--- src/rtl/lzn_pkg.sv ---
package lzn_pkg;

  typedef enum logic {
    LZN_UNSIGNED = 1'b0,
    LZN_SIGNED   = 1'b1
  } lzn_mode_e;

  // Number of shift layers needed to cover a word of the given width.
  function automatic int unsigned lzn_layers(input int unsigned width);
    int unsigned n;
    n = 0;
    while ((1 << n) < width) n++;
    return n;
  endfunction

endpackage

--- src/rtl/lzn_magnitude.sv ---
module lzn_magnitude #(
  parameter int WIDTH = 16
) (
  input  logic [WIDTH-1:0] in_data,
  input  logic             in_mode,
  output logic [WIDTH-1:0] mag,
  output logic             neg
);
  import lzn_pkg::*;

  // Negation in WIDTH bits; the most negative value maps onto itself.
  function automatic logic [WIDTH-1:0] negate(input logic [WIDTH-1:0] v);
    return WIDTH'(0) - v;
  endfunction

  always_comb begin
    neg = (in_mode == LZN_SIGNED) && in_data[WIDTH-1];
    mag = neg ? negate(in_data) : in_data;
  end

endmodule

--- src/rtl/lzn_shift_layer.sv ---
module lzn_shift_layer #(
  parameter int WIDTH = 16,
  parameter int SHIFT = 8
) (
  input  logic [WIDTH-1:0] in_word,
  output logic [WIDTH-1:0] out_word,
  output logic             sel
);

  // Shift only when every bit that would leave the top is zero.
  always_comb begin
    sel      = (in_word[WIDTH-1 -: SHIFT] == '0);
    out_word = sel ? (in_word << SHIFT) : in_word;
  end

endmodule

--- src/rtl/lzn_normalizer.sv ---
module lzn_normalizer #(
  parameter int WIDTH   = 16,
  parameter bit REG_OUT = 1'b1,
  localparam int CW     = lzn_pkg::lzn_layers(WIDTH)
) (
  input  logic             clk,
  input  logic             rst_n,
  input  logic             in_valid,
  input  logic             in_mode,
  input  logic [WIDTH-1:0] in_data,
  output logic             out_valid,
  output logic [WIDTH-1:0] out_data,
  output logic [CW-1:0]    out_count,
  output logic             out_zero,
  output logic             out_neg
);

  logic [WIDTH-1:0]         mag;
  logic                     mag_neg;
  logic [CW:0][WIDTH-1:0]   stage;
  logic [CW-1:0]            layer_sel;
  logic                     res_zero;

  lzn_magnitude #(.WIDTH(WIDTH)) u_mag (
    .in_data (in_data),
    .in_mode (in_mode),
    .mag     (mag),
    .neg     (mag_neg)
  );

  assign stage[CW] = mag;

  // Layer gi shifts by 2**gi; the widest shift is applied first.
  for (genvar gi = 0; gi < CW; gi++) begin : g_layer
    lzn_shift_layer #(.WIDTH(WIDTH), .SHIFT(1 << gi)) u_layer (
      .in_word  (stage[gi+1]),
      .out_word (stage[gi]),
      .sel      (layer_sel[gi])
    );
  end

  // After full normalization a clear top bit can only mean a zero word.
  assign res_zero = ~stage[0][WIDTH-1];

  if (REG_OUT) begin : g_reg
    always_ff @(posedge clk or negedge rst_n) begin
      if (!rst_n) begin
        out_valid <= 1'b0;
        out_data  <= '0;
        out_count <= '0;
        out_zero  <= 1'b0;
        out_neg   <= 1'b0;
      end else begin
        out_valid <= in_valid;
        if (in_valid) begin
          out_data  <= stage[0];
          out_count <= layer_sel;
          out_zero  <= res_zero;
          out_neg   <= mag_neg;
        end
      end
    end
  end else begin : g_comb
    always_comb begin
      out_valid = in_valid;
      out_data  = stage[0];
      out_count = layer_sel;
      out_zero  = res_zero;
      out_neg   = mag_neg;
    end
  end

endmodule

--- config.mk ---
export PLATFORM = sky130hd
export DESIGN_NAME = lzn_normalizer
export DESIGN_NICKNAME = d
export VERILOG_FILES = /design/src/rtl/lzn_pkg.sv /design/src/rtl/lzn_magnitude.sv /design/src/rtl/lzn_shift_layer.sv /design/src/rtl/lzn_normalizer.sv
export SDC_FILE = /design/constraint.sdc
export NUM_CORES = 1
export LEC_CHECK = 0
export ABC_CLOCK_PERIOD_IN_PS = 1800
export BUFFER_PORTS_ARGS = -buffer_cell sky130_fd_sc_hd__buf_4
export CAP_MARGIN = 15
export CELL_PAD_IN_SITES_DETAIL_PLACEMENT = 1
export CELL_PAD_IN_SITES_GLOBAL_PLACEMENT = 2
export CORE_AREA = 5 5 82 84
export CTS_BUF_LIST = sky130_fd_sc_hd__clkbuf_16
export DETAILED_ROUTE_END_ITERATION = 12
export DIE_AREA = 0 0 87 89
export PLACE_DENSITY_LB_ADDON = 0.1
export SLEW_MARGIN = 0
export SYNTH_ARGS = -nofsm -noshare
export SYNTH_HDL_FRONTEND = slang
export SYNTH_HIERARCHICAL = 1
export SYNTH_SLANG_ARGS = --single-unit
--- constraint.sdc ---
create_clock -name clk -period 1.8 [get_ports clk]
set_input_delay 0.09 -clock clk [delete_from_list [all_inputs] [get_ports clk]]
set_output_delay 0.09 -clock clk [all_outputs]
set_load 0.02 [all_outputs]
==> metrics.yaml, run 1 <==
run_status:
  outcome: "complete, but fails checks"
  failed_checks: "setup timing"
worst_setup_path:
  ff2ff_setup_slack_ns: 1.02
  crit_path_cell_trace: "buf_6, or4_4, nor4_4, buf_4, o221ai_4, nor4_4, a41o_1, inv_2, a31o_4, nor2_4, clkbuf_16, mux2_4, mux2_4, mux2_4"
  ff_to_ff_start: "out_data[11]"
  cell_with_the_most_instances_on_the_worst_path: "sky130_fd_sc_hd__mux2_4"
  timing.critical_path.arrival_ns: 3.62
  slowest_cell_on_crit_path: "sky130_fd_sc_hd__or4_4"
  worst-path-max-fanout: 7
  critPathLaunchType: "input pin"
  path_class: "in -> reg"
  critical_path_required_ns: 1.94
  timing.critical_path.from: "in_data[6]"
  cp-end-kind: "register"
  slowest_delay_ns: 0.59
  ff2ff_path_depth: 1
placement:
  post-place-ws_ns: -1.90
  finalWeightedCongestion: 0.866
  place_inst: 364
  dpl.hpwl_um: 5240
  place.port_buffers: 42
logic_synthesis:
  mappedNetlistArea_mm2: 0.00217
  synth_top_area_share_pct: 26.5
  number_of_flops_mapped_to_enable_cells_by_yosys: 0
  synth_top_flop_cell: "sky130_fd_sc_hd__dfrtp_1"
  synthTopCellsByArea: "sky130_fd_sc_hd__dfrtp_1 26%, sky130_fd_sc_hd__mux2_2 21%, sky130_fd_sc_hd__mux2_4 9.7%, sky130_fd_sc_hd__a41o_1 3.7%, sky130_fd_sc_hd__inv_1 3.5%"
  synth_cells: 205
  post-synth-top-area-cell: "sky130_fd_sc_hd__dfrtp_1"
  postSynthAreaPerCell_um2: 10.6
  async_reset_ff_share_pct: 100
  synth-warning-count: 6
  count_of_state_elements_after_synthesis: 23
  ys_seq_area_share_pct: 26.5
  synthDistinctLibCells: 40
  synth.net_count: 226
routing:
  initialDrtViolationCount: 32
  dr_total_vias: 2066
  routed_via_density: 5.28
  route.detailed.wl_per_inst_um: 18.8
  drcViolationCount: 0
  routed_wirelength_um: 7330
  antenna_left: 0
  drt_pass1_iterations: 4
layout:
  antenna-diode-count: 0
  drive_above_1_share_pct: 69.0
  final_common_cell: "sky130_fd_sc_hd__buf_4"
  final_cell_mix: "102 x sky130_fd_sc_hd__buf_4, 43 x sky130_fd_sc_hd__mux2_4, 23 x sky130_fd_sc_hd__dfrtp_1"
  final_cell_count_no_fill: 391
  nNetsFinal: 338
  n_fill_cell: 622
  layout-area-overhead-vs-synth_pct: 62.6
pwr:
  vdd_drop_max_v: 0.000744
  combinationalPowerShare_pct: 55.1
  power_frac_seq_pct: 26.8
  power.switching_mw: 0.881
  power_report.internal_total_mw: 1.75
  p_clk_share_pct: 18.2
  power-per-cell-area_mw_per_mm2: 743
  swShare_pct: 33.5
  leakage_power_of_the_design_nw: 1.74
global_routing:
  first_global_vias: 2260
  grt_max_degree: 24
  global_route.usage.total_pct: 18.1
  grt_pass1_wl_um: 11000
  antenna_found_initial: 0
  grt_remaining_overflow: 0
floorplanning:
  dieWidth_um: 87
  die_area_mm2: 0.00774
  num_io_pins: 43
  floorplan_die_height_um: 89
  effective_utilization_at_floorplan_pct: 37.1
  placeableCoreArea_mm2: 0.00585
  rows: 28
sta:
  clk_skew_ns: 0
  slew_headroom_pct: 71.5
  worst_slack_ns: -1.69
  unrepaired_setup_endpoints_after_global_routing: "yes"
  maxSlewViolCount: 0
  achievable-frequency_mhz: 287
  max_slew.worst_pin.slew_ns: 0.423
  finalSetupViolCount: 21
  layout_worst_path_cycle_share_pct: 194
  tmin_final_ns: 3.49
  final_hold_violating_endpoints: 0
hold_path:
  hold_path_class: "in -> reg"
  worstHoldPathCells: 1
  hold_start: "in_valid"
clock_tree:
  cts_tree: "built"
  clock_tree.htree_level_count: 1
  cts_made_buffers: 3
  worstSkewPairLatency_ns: 0.26
  max-clock-path-buffers: 2
  root_buffer: "sky130_fd_sc_hd__clkbuf_16"
  cts.reportedPaths.clkPinSlew_ns: 0.06
  clkSinkCount: 23
flow_run:
  max_capacitance_violation_total: 0
final cells by class:
type                            count  area [um^2]  area share [%]
Clock buffer                        3         75.1            2.12
Clock inverter                      1         5.00           0.142
Inverter                           20         77.6            2.19
Multi-Input combinational cell    152         1730            48.8
Sequential cell                    23          576            16.3
Tap cell                           75         93.8            2.65
Timing Repair Buffer              117          982            27.8
Yosys cell counts, types with 3 or more instances:
master	n
sky130_fd_sc_hd__a31o_2	4
sky130_fd_sc_hd__buf_6	6
sky130_fd_sc_hd__inv_1	20
sky130_fd_sc_hd__o41ai_1	3
sky130_fd_sc_hd__nand2b_1	3
sky130_fd_sc_hd__mux2_4	14
sky130_fd_sc_hd__and2b_2	6
sky130_fd_sc_hd__nor4_1	3
sky130_fd_sc_hd__a21boi_0	8
sky130_fd_sc_hd__or4_1	3
sky130_fd_sc_hd__nor4_4	3
sky130_fd_sc_hd__xnor2_1	5
sky130_fd_sc_hd__nor2_1	11
sky130_fd_sc_hd__a41o_1	8
sky130_fd_sc_hd__o21ai_0	3
sky130_fd_sc_hd__o221ai_1	3
sky130_fd_sc_hd__mux2_2	41
sky130_fd_sc_hd__dfrtp_1	23
sky130_fd_sc_hd__xor2_1	5
sky130_fd_sc_hd__nand2_1	7
registers in the layout (all words and copies together), names as in the netlist:
register   flops
out_data      16
out_zero       1
out_valid      1
out_neg        1
out_count      4
critical path, delay by kind of cell:
family | cells | cell delay (ns)
muxes | 3 | 0.84
buffers and inverters | 4 | 0.51
and+or+nand+nor | 4 | 1.44
AOI/OAI and AO/OA | 3 | 0.73
metrics by stage:
| step | TNS (ns) | total power, mW | cell area (um^2) | utilization (%) | hold WS [ns] |
|---|---|---|---|---|---|
| after CTS | -28.69 | 2.53 | 3310 | 56.7 | 0.152 |
| after detailed placement | -35.29 | 1.98 | 3010 | 51.4 | -0.00298 |
| after global placement | -33.56 | 1.93 | 3010 | 51.4 | -0.0100 |
| after global routing | -33.65 | 2.77 | 3530 | 60.4 | 0.166 |
| after floorplan | -31.90 | 1.51 | 2300 | - | -0.206 |
| final | -31.31 | 2.63 | 3530 | 60.4 | 0.157 |
cell families (layout without fill, tap and decap cells):
kind of cell | after synthesis | after routing | synth area share, %
XOR/XNOR | 10 | 10 | 4.03
adder cells (fa/ha/maj) | 1 | 1 | 0.576
AND/OR/NAND/NOR | 49 | 49 | 15.6
AO/OA/AOI/OAI | 35 | 36 | 13.0
flip-flops | 23 | 23 | 26.5
buffers and inverters | 31 | 141 | 8.92
multiplexers | 56 | 56 | 31.4
what timing repair did:
action / CTS / global route
pin swaps: 4 / 12
setup endpoints to repair: 21 / 21
gates resized for setup: 28 / 24
gates cloned: 2 / 2
buffers inserted: 9 / 10
endpoints found under the hold margin: 23 / 0
hold buffers: 1 / 0
power groups by stage:
stage	combinational (mW)	clock [mW]	sequential, mW
after global routing	1.54	0.508	0.718
after CTS	1.35	0.482	0.704
final	1.45	0.477	0.703
after detailed placement	1.26	0	0.712
after floorplan	0.661	0	0.846
after global placement	1.23	0	0.702
final timing paths:
kind                                      to
worst max-delay path            out_data[10]
worst max register to register  out_data[11]
min in group asynchronous       out_count[2]
worst min-delay path               out_valid
max in group asynchronous        out_data[7]
worst min register to register  out_data[14]
layer usage:
layer | share of wire [%] | GRT usage [%] | vias to the layer above
li1 | - | - | 969
met1 | 37 | 18.0 | 1012
met2 | 56 | 37.0 | 63
met3 | 3.0 | 1.94 | 22
met4 | 3.5 | 8.64 | 0
met5 | 0 | 0 | -
No activity file was read; power rests on OpenSTA's default activity.
==> run 2: changes to the inputs <==
ABC_CLOCK_PERIOD_IN_PS = 3700   (was 1800)
CORE_AREA = 5 5 85 87   (was 5 5 82 84)
DIE_AREA = 0 0 90 92   (was 0 0 87 89)
clock period = 3.7 ns   (was 1.8 ns; I/O delays follow)
==> run 2 against run 1 <==
The run now ends clean. Utilization decreased by 15 points. Final area decreased by 19%. Hold slack improved by 0.058 ns. Sequential power decreased by 52%. Final cell count decreased by 11%. Register-to-register slack improved by 1.9 ns. Critical path type unchanged. Critical endpoint is now out_data[5]. Largest cell class unchanged.
==> metrics.yaml, run 2 (synthesis results as in run 1) <==
placement:
  dpl.hpwl_um: 4550  # -13%
  place_area_mm2: 0.00277  # -8.0%
  finalWeightedCongestion: 0.726  # -16%
  place_inst: 342  # -6.0%
  place.port_buffers: 42  # unchanged
  post-place-ws_ns: -0.112  # +1.79 ns
layout:
  multiInputGateArea_mm2: 0.00146  # -15%
  final_cell_count_no_fill: 347  # -11%
  biggestRegsByFlops: "out_data: 16 flops, out_count: 4 flops"
  final_common_cell: "sky130_fd_sc_hd__buf_4"
  stdcell_area_mm2: 0.00286  # -19%
  n_fill_cell: 724  # +16%
  nNetsFinal: 292  # -14%
  drive_above_1_share_pct: 56.7  # -12 points
  seq_area_um2: 576  # unchanged
  layout-area-overhead-vs-synth_pct: 31.4
  antenna-diode-count: 0  # unchanged
  register_with_the_highest_flop_count: "out_data"
  final_cell_mix: "69 x sky130_fd_sc_hd__buf_4, 36 x sky130_fd_sc_hd__mux2_2, 23 x sky130_fd_sc_hd__dfrtp_1"
  largest_reg_flops: 16  # unchanged
sta:
  unrepaired_setup_endpoints_after_global_routing: "no"
  max_slew.worst_pin.slew_ns: 0.494  # +0.0703 ns
  achievable-frequency_mhz: 283
  maxSlewViolCount: 0  # unchanged
  clk_skew_ns: 0  # unchanged
  final_hold_violating_endpoints: 0  # unchanged
  tmin_final_ns: 3.53
  layout_worst_path_cycle_share_pct: 95.5
  slew_headroom_pct: 67.1  # -4.4 points
  setup_total_negative_slack_ns: 0  # +31.31 ns
  worst_slack_ns: 0.167  # +1.85 ns
  finalSetupViolCount: 0  # -100%
routing:
  dr_total_vias: 1768  # -14%
  routed_wirelength_um: 5490  # -25%
  route.detailed.wl_per_inst_um: 15.8  # -16%
  initialDrtViolationCount: 42  # +31%
  drt_pass1_iterations: 4  # unchanged
  antenna_left: 0  # unchanged
  drcViolationCount: 0  # unchanged
  routed_via_density: 5.10  # -3.6%
clock_tree:
  cts_resized: 0  # -100%
  post-cts-setup-buffer-count: 0  # -9
  cts.reportedPaths.clkPinSlew_ns: 0.06  # about the same
  root_buffer: "sky130_fd_sc_hd__clkbuf_16"
  cts_made_buffers: 3  # unchanged
  clkSinkCount: 23  # unchanged
  max-clock-path-buffers: 2  # unchanged
  clock_tree.htree_level_count: 1  # unchanged
  worstSkewPairLatency_ns: 0.26  # about the same
  cts_tree: "built"
  cts_hold_repair.buffers: 1  # unchanged
flow_run:
  max_capacitance_violation_total: 0  # unchanged
global_routing:
  grt_pass1_wl_um: 9460  # -14%
  global_route.usage.total_pct: 13.6  # -4.5 points
  grt_remaining_overflow: 0  # unchanged
  antenna_found_initial: 0  # unchanged
  first_global_vias: 1931  # -15%
  grt_max_degree: 24  # unchanged
floorplanning:
  placeableCoreArea_mm2: 0.00628  # +7.3%
  num_io_pins: 43  # unchanged
  floorplan_die_height_um: 92  # +3.4%
  rows: 29  # +3.6%
  dieWidth_um: 90  # +3.4%
  die_area_mm2: 0.00828  # +6.9%
  effective_utilization_at_floorplan_pct: 34.6  # -2.5 points
pwr:
  vdd_drop_max_v: 0.000259  # -65%
  design_power_total_mw: 1.13  # -57%
  power-per-cell-area_mw_per_mm2: 394  # -47%
  leakage_power_of_the_design_nw: 1.35  # -23%
worst_setup_path:
  crit_path_end: "out_data[5]"
  worst-path-max-fanout: 13  # +6
  path_class: "in -> reg"
  ff2ff_setup_slack_ns: 2.90  # +1.88 ns
  critPathLaunchType: "input pin"
  crit-reg2reg-capture: "out_data[13]"
  ff_to_ff_start: "out_data[13]"
  cp-end-kind: "register"
  timing.critical_path.from: "in_data[3]"
  timing.critical_path.arrival_ns: 3.68  # +0.06 ns
  ff2ff_path_depth: 1  # unchanged
  critical_path_required_ns: 3.84  # +1.90 ns
hold_path:
  hold_path_class: "in -> reg"
run_status:
  outcome: "completed"
-- run 2: cell count changes in the layout (fill, tap and decap cells not counted), moves of 3 or more --
cell                     before  now
sky130_fd_sc_hd__buf_4      102   69
sky130_fd_sc_hd__mux2_2      12   36
sky130_fd_sc_hd__mux2_4      43   19
sky130_fd_sc_hd__buf_6        9    0
sky130_fd_sc_hd__a31o_2       1    4
sky130_fd_sc_hd__a31o_4       3    0
sky130_fd_sc_hd__inv_1       17   20
-- run 2: power by group --
| group | switching [mW] | internal (mW) |
|---|---|---|
| clock | 0.0886 | 0.145 |
| combinational | 0.255 | 0.297 |
| sequential | 0.0314 | 0.308 |
| total | 0.375 | 0.751 |
-- run 2: stage by stage --
step	hold slack, ns	util (%)
floorplan	-0.111	-
global placement	0.0997	44.1
detailed placement	0.0988	44.1
CTS	0.218	45.5
global route	0.222	45.5
finish	0.215	45.5
-- run 2: area by class of cell --
cell class / instances / share of cell area, %
clock inverter: 1 / 0.175
multi-input combinational: 151 / 51.1
timing repair buffer: 72 / 19.9
clock buffer: 3 / 2.63
sequential: 23 / 20.2
tap: 77 / 3.37
inverter: 20 / 2.63
-- run 2: how the worst min path moves through the flow --
stage	startpoint	endpoint	slack, ns	depth (start not counted)
floorplan	rst_n	out_count[0]	-0.11	0
global placement	rst_n	out_data[12]	0.1	1
detailed placement	rst_n	out_data[12]	0.1	1
CTS	in_valid	out_valid	0.22	1
global route	in_valid	out_valid	0.22	1
finish	in_valid	out_valid	0.21	1
-- run 2: routing by layer --
layer	track usage (%)	part of all wire (%)
met1	18.5	49
met2	21.8	46
met3	3.19	3.9
met4	3.60	0.93
met5	0	0
-- run 2: worst max-delay path, cell delays in order --
cell                      delay (ns)
sky130_fd_sc_hd__buf_4          0.11
sky130_fd_sc_hd__or4_4          0.53
sky130_fd_sc_hd__buf_4          0.18
sky130_fd_sc_hd__o41ai_1        0.31
sky130_fd_sc_hd__and2_1         0.27
sky130_fd_sc_hd__nor4_4         0.08
sky130_fd_sc_hd__a41o_1         0.32
sky130_fd_sc_hd__nor4_4         0.35
sky130_fd_sc_hd__buf_12         0.18
sky130_fd_sc_hd__mux2_2         0.35
sky130_fd_sc_hd__mux2_2         0.28
sky130_fd_sc_hd__mux2_2         0.27
sky130_fd_sc_hd__mux2_2         0.26
==> run 3: changes to the inputs <==
REMOVE_ABC_BUFFERS = 1   (was default)
==> run 3 against run 2 <==
Flip-flop and latch count is the same. Die area is the same. Combinational power shrank 1%. Hold slack gained 0.011 ns. Critical path type unchanged.
==> metrics.yaml, run 3 (synthesis results as in run 1) <==
sta:
  finalSetupViolCount: 0  # unchanged
  unrepaired_setup_endpoints_after_global_routing: "no"
  clk_skew_ns: 0  # unchanged
  layout_worst_path_cycle_share_pct: 95.9  # +0.40 points
  slew_headroom_pct: 60.9  # -6.2 points
  tmin_final_ns: 3.55  # +0.0150 ns
  max_slew.worst_pin.slew_ns: 0.586  # +0.0927 ns
  worst_slack_ns: 0.152  # -0.0150 ns
  final_hold_violating_endpoints: 0  # unchanged
  maxSlewViolCount: 0  # unchanged
  achievable-frequency_mhz: 282  # -0.42%
floorplanning:
  floorplan_die_height_um: 92  # unchanged
  num_io_pins: 43  # unchanged
  rows: 29  # unchanged
  placeableCoreArea_mm2: 0.00628  # unchanged
  die_area_mm2: 0.00828  # unchanged
  effective_utilization_at_floorplan_pct: 34.6  # unchanged
  dieWidth_um: 90  # unchanged
worst_setup_path:
  path_class: "in -> reg"
  ff_to_ff_start: "out_data[0]"
  worst-path-max-fanout: 10  # -3
  timing.critical_path.from: "in_data[6]"
  cp-end-kind: "register"
  critical_path_required_ns: 3.84  # about the same
  timing.critical_path.arrival_ns: 3.69  # about the same
  critPathLaunchType: "input pin"
layout:
  final_cell_mix: "76 x sky130_fd_sc_hd__buf_4, 41 x sky130_fd_sc_hd__mux2_2, 23 x sky130_fd_sc_hd__dfrtp_1"
  largest_reg_flops: 16  # unchanged
  antenna-diode-count: 0  # unchanged
  stdcell_area_mm2: 0.00285  # -0.35%
  register_with_the_highest_flop_count: "out_data"
  layout-area-overhead-vs-synth_pct: 30.9
  nNetsFinal: 298  # +2.1%
  final_common_cell: "sky130_fd_sc_hd__buf_4"
  drive_above_1_share_pct: 56.2  # -0.51 points
  biggestRegsByFlops: "out_data: 16 flops, out_count: 4 flops"
  final_cell_count_no_fill: 353  # +1.7%
global_routing:
  grt_pass1_wl_um: 9660  # +2.1%
  globalRouteMet1Util_pct: 19.0  # +0.53 points
  global_route.usage.total_pct: 13.7  # +0.093 points
  most_crowded_layer_after_global_routing: "met2"
  globalRouteMet3Util_pct: 2.78  # -0.41 points
  globalRouteMet2Util_pct: 23.0  # +1.2 points
  grt_remaining_overflow: 0  # unchanged
  first_global_vias: 1966  # +1.8%
  grt_max_degree: 24  # unchanged
  antenna_found_initial: 0  # unchanged
placement:
  place_inst: 346  # +1.2%
  place.port_buffers: 42  # unchanged
  place_area_mm2: 0.00273  # -1.4%
  dpl.hpwl_um: 4580  # +0.62%
  post-place-ws_ns: -0.186  # -0.0748 ns
  finalWeightedCongestion: 0.851  # +17%
routing:
  routed_via_density: 5.15  # +1.1%
  drcViolationCount: 0  # unchanged
  antenna_left: 0  # unchanged
  routed_wirelength_um: 5490  # unchanged
  dr_total_vias: 1818  # +2.8%
  route.detailed.wl_per_inst_um: 15.5  # -1.7%
  drt_pass1_iterations: 4  # unchanged
  initialDrtViolationCount: 54  # +29%
pwr:
  power-per-cell-area_mw_per_mm2: 392  # -0.62%
  power_report.internal_total_mw: 0.748  # -0.41%
  power_frac_seq_pct: 30.1  # about the same
  leakage_power_of_the_design_nw: 1.35  # +0.23%
  p_clk_share_pct: 20.8  # about the same
  vdd_drop_max_v: 0.000256  # -1.0%
  power.switching_mw: 0.368  # -2.1%
  swShare_pct: 33.0  # -0.37 points
  combinationalPowerShare_pct: 49.1  # about the same
clock_tree:
  clkSinkCount: 23  # unchanged
  max-clock-path-buffers: 2  # unchanged
  worstSkewPairLatency_ns: 0.25  # about the same
  cts.reportedPaths.clkPinSlew_ns: 0.06  # about the same
  clock_tree.htree_level_count: 1  # unchanged
  cts_made_buffers: 3  # unchanged
  root_buffer: "sky130_fd_sc_hd__clkbuf_16"
  cts_tree: "built"
flow_run:
  max_capacitance_violation_total: 0  # unchanged
run_status:
  outcome: "completed"
hold_path:
  hold_start: "in_valid"
  hold_path_class: "in -> reg"
-- run 3: worst paths after layout --
path,to,depth (start not counted),slack (ns)
worst max-delay path,out_data[10],13,0.15
worst min-delay path,out_valid,1,0.23
worst max register to register,out_data[0],1,2.94
worst min register to register,out_data[7],1,0.51
max in group asynchronous,out_data[0],2,3.11
min in group asynchronous,out_data[13],2,0.36
-- run 3: area by class of cell --
class	instances	area, um^2
clock buffers	3	75.1
clock inverters	1	5.00
fillers	719	3430
inverters	20	75.1
multi-input cells	151	1420
flip-flops and latches	23	576
well taps	77	96.3
repair buffers	78	601
-- run 3: timing repair --
action	4_1_cts	5_1_grt
hold buffers	1	0
resized for setup	0	2
buffers inserted	0	2
setup endpoints to repair	0	15
hold endpoints to repair	23	0
-- run 3: power by group through the flow --
stage	combinational (mW)	clock, mW	sequential, mW
after floorplan	0.263	0	0.410
after global placement	0.545	0	0.341
after detailed placement	0.548	0	0.343
after CTS	0.552	0.241	0.339
after global routing	0.598	0.253	0.345
final	0.547	0.232	0.336
-- run 3: critical path: stages --
cell                      delay [ns]
sky130_fd_sc_hd__buf_4          0.11
sky130_fd_sc_hd__or4_1          0.59
sky130_fd_sc_hd__buf_4          0.17
sky130_fd_sc_hd__o31ai_1        0.28
sky130_fd_sc_hd__xnor2_1        0.26
sky130_fd_sc_hd__nor2_1         0.12
sky130_fd_sc_hd__a41o_1         0.31
sky130_fd_sc_hd__nor4_4         0.27
sky130_fd_sc_hd__buf_4          0.21
sky130_fd_sc_hd__mux2_2         0.37
sky130_fd_sc_hd__mux2_4         0.28
sky130_fd_sc_hd__mux2_4         0.27
sky130_fd_sc_hd__mux2_2         0.26
-- run 3: metrics by stage --
stage	util, %	hold WS [ns]	setup TNS (ns)	total power [mW]
finish	45.3	0.226	0	1.12
global route	45.3	0.223	0	1.20
CTS	44.9	0.222	0	1.13
detailed placement	43.4	0.0951	-2.25	0.892
global placement	43.4	0.0962	-1.49	0.885
floorplan	-	-0.111	-2.54	0.673
-- run 3: per-layer routing --
metal / vias to the layer above / part of all wire [%]
met5: - / 0
met4: 0 / 0.31
met3: 2 / 4.2
met2: 31 / 47
met1: 895 / 48
li1: 890 / -
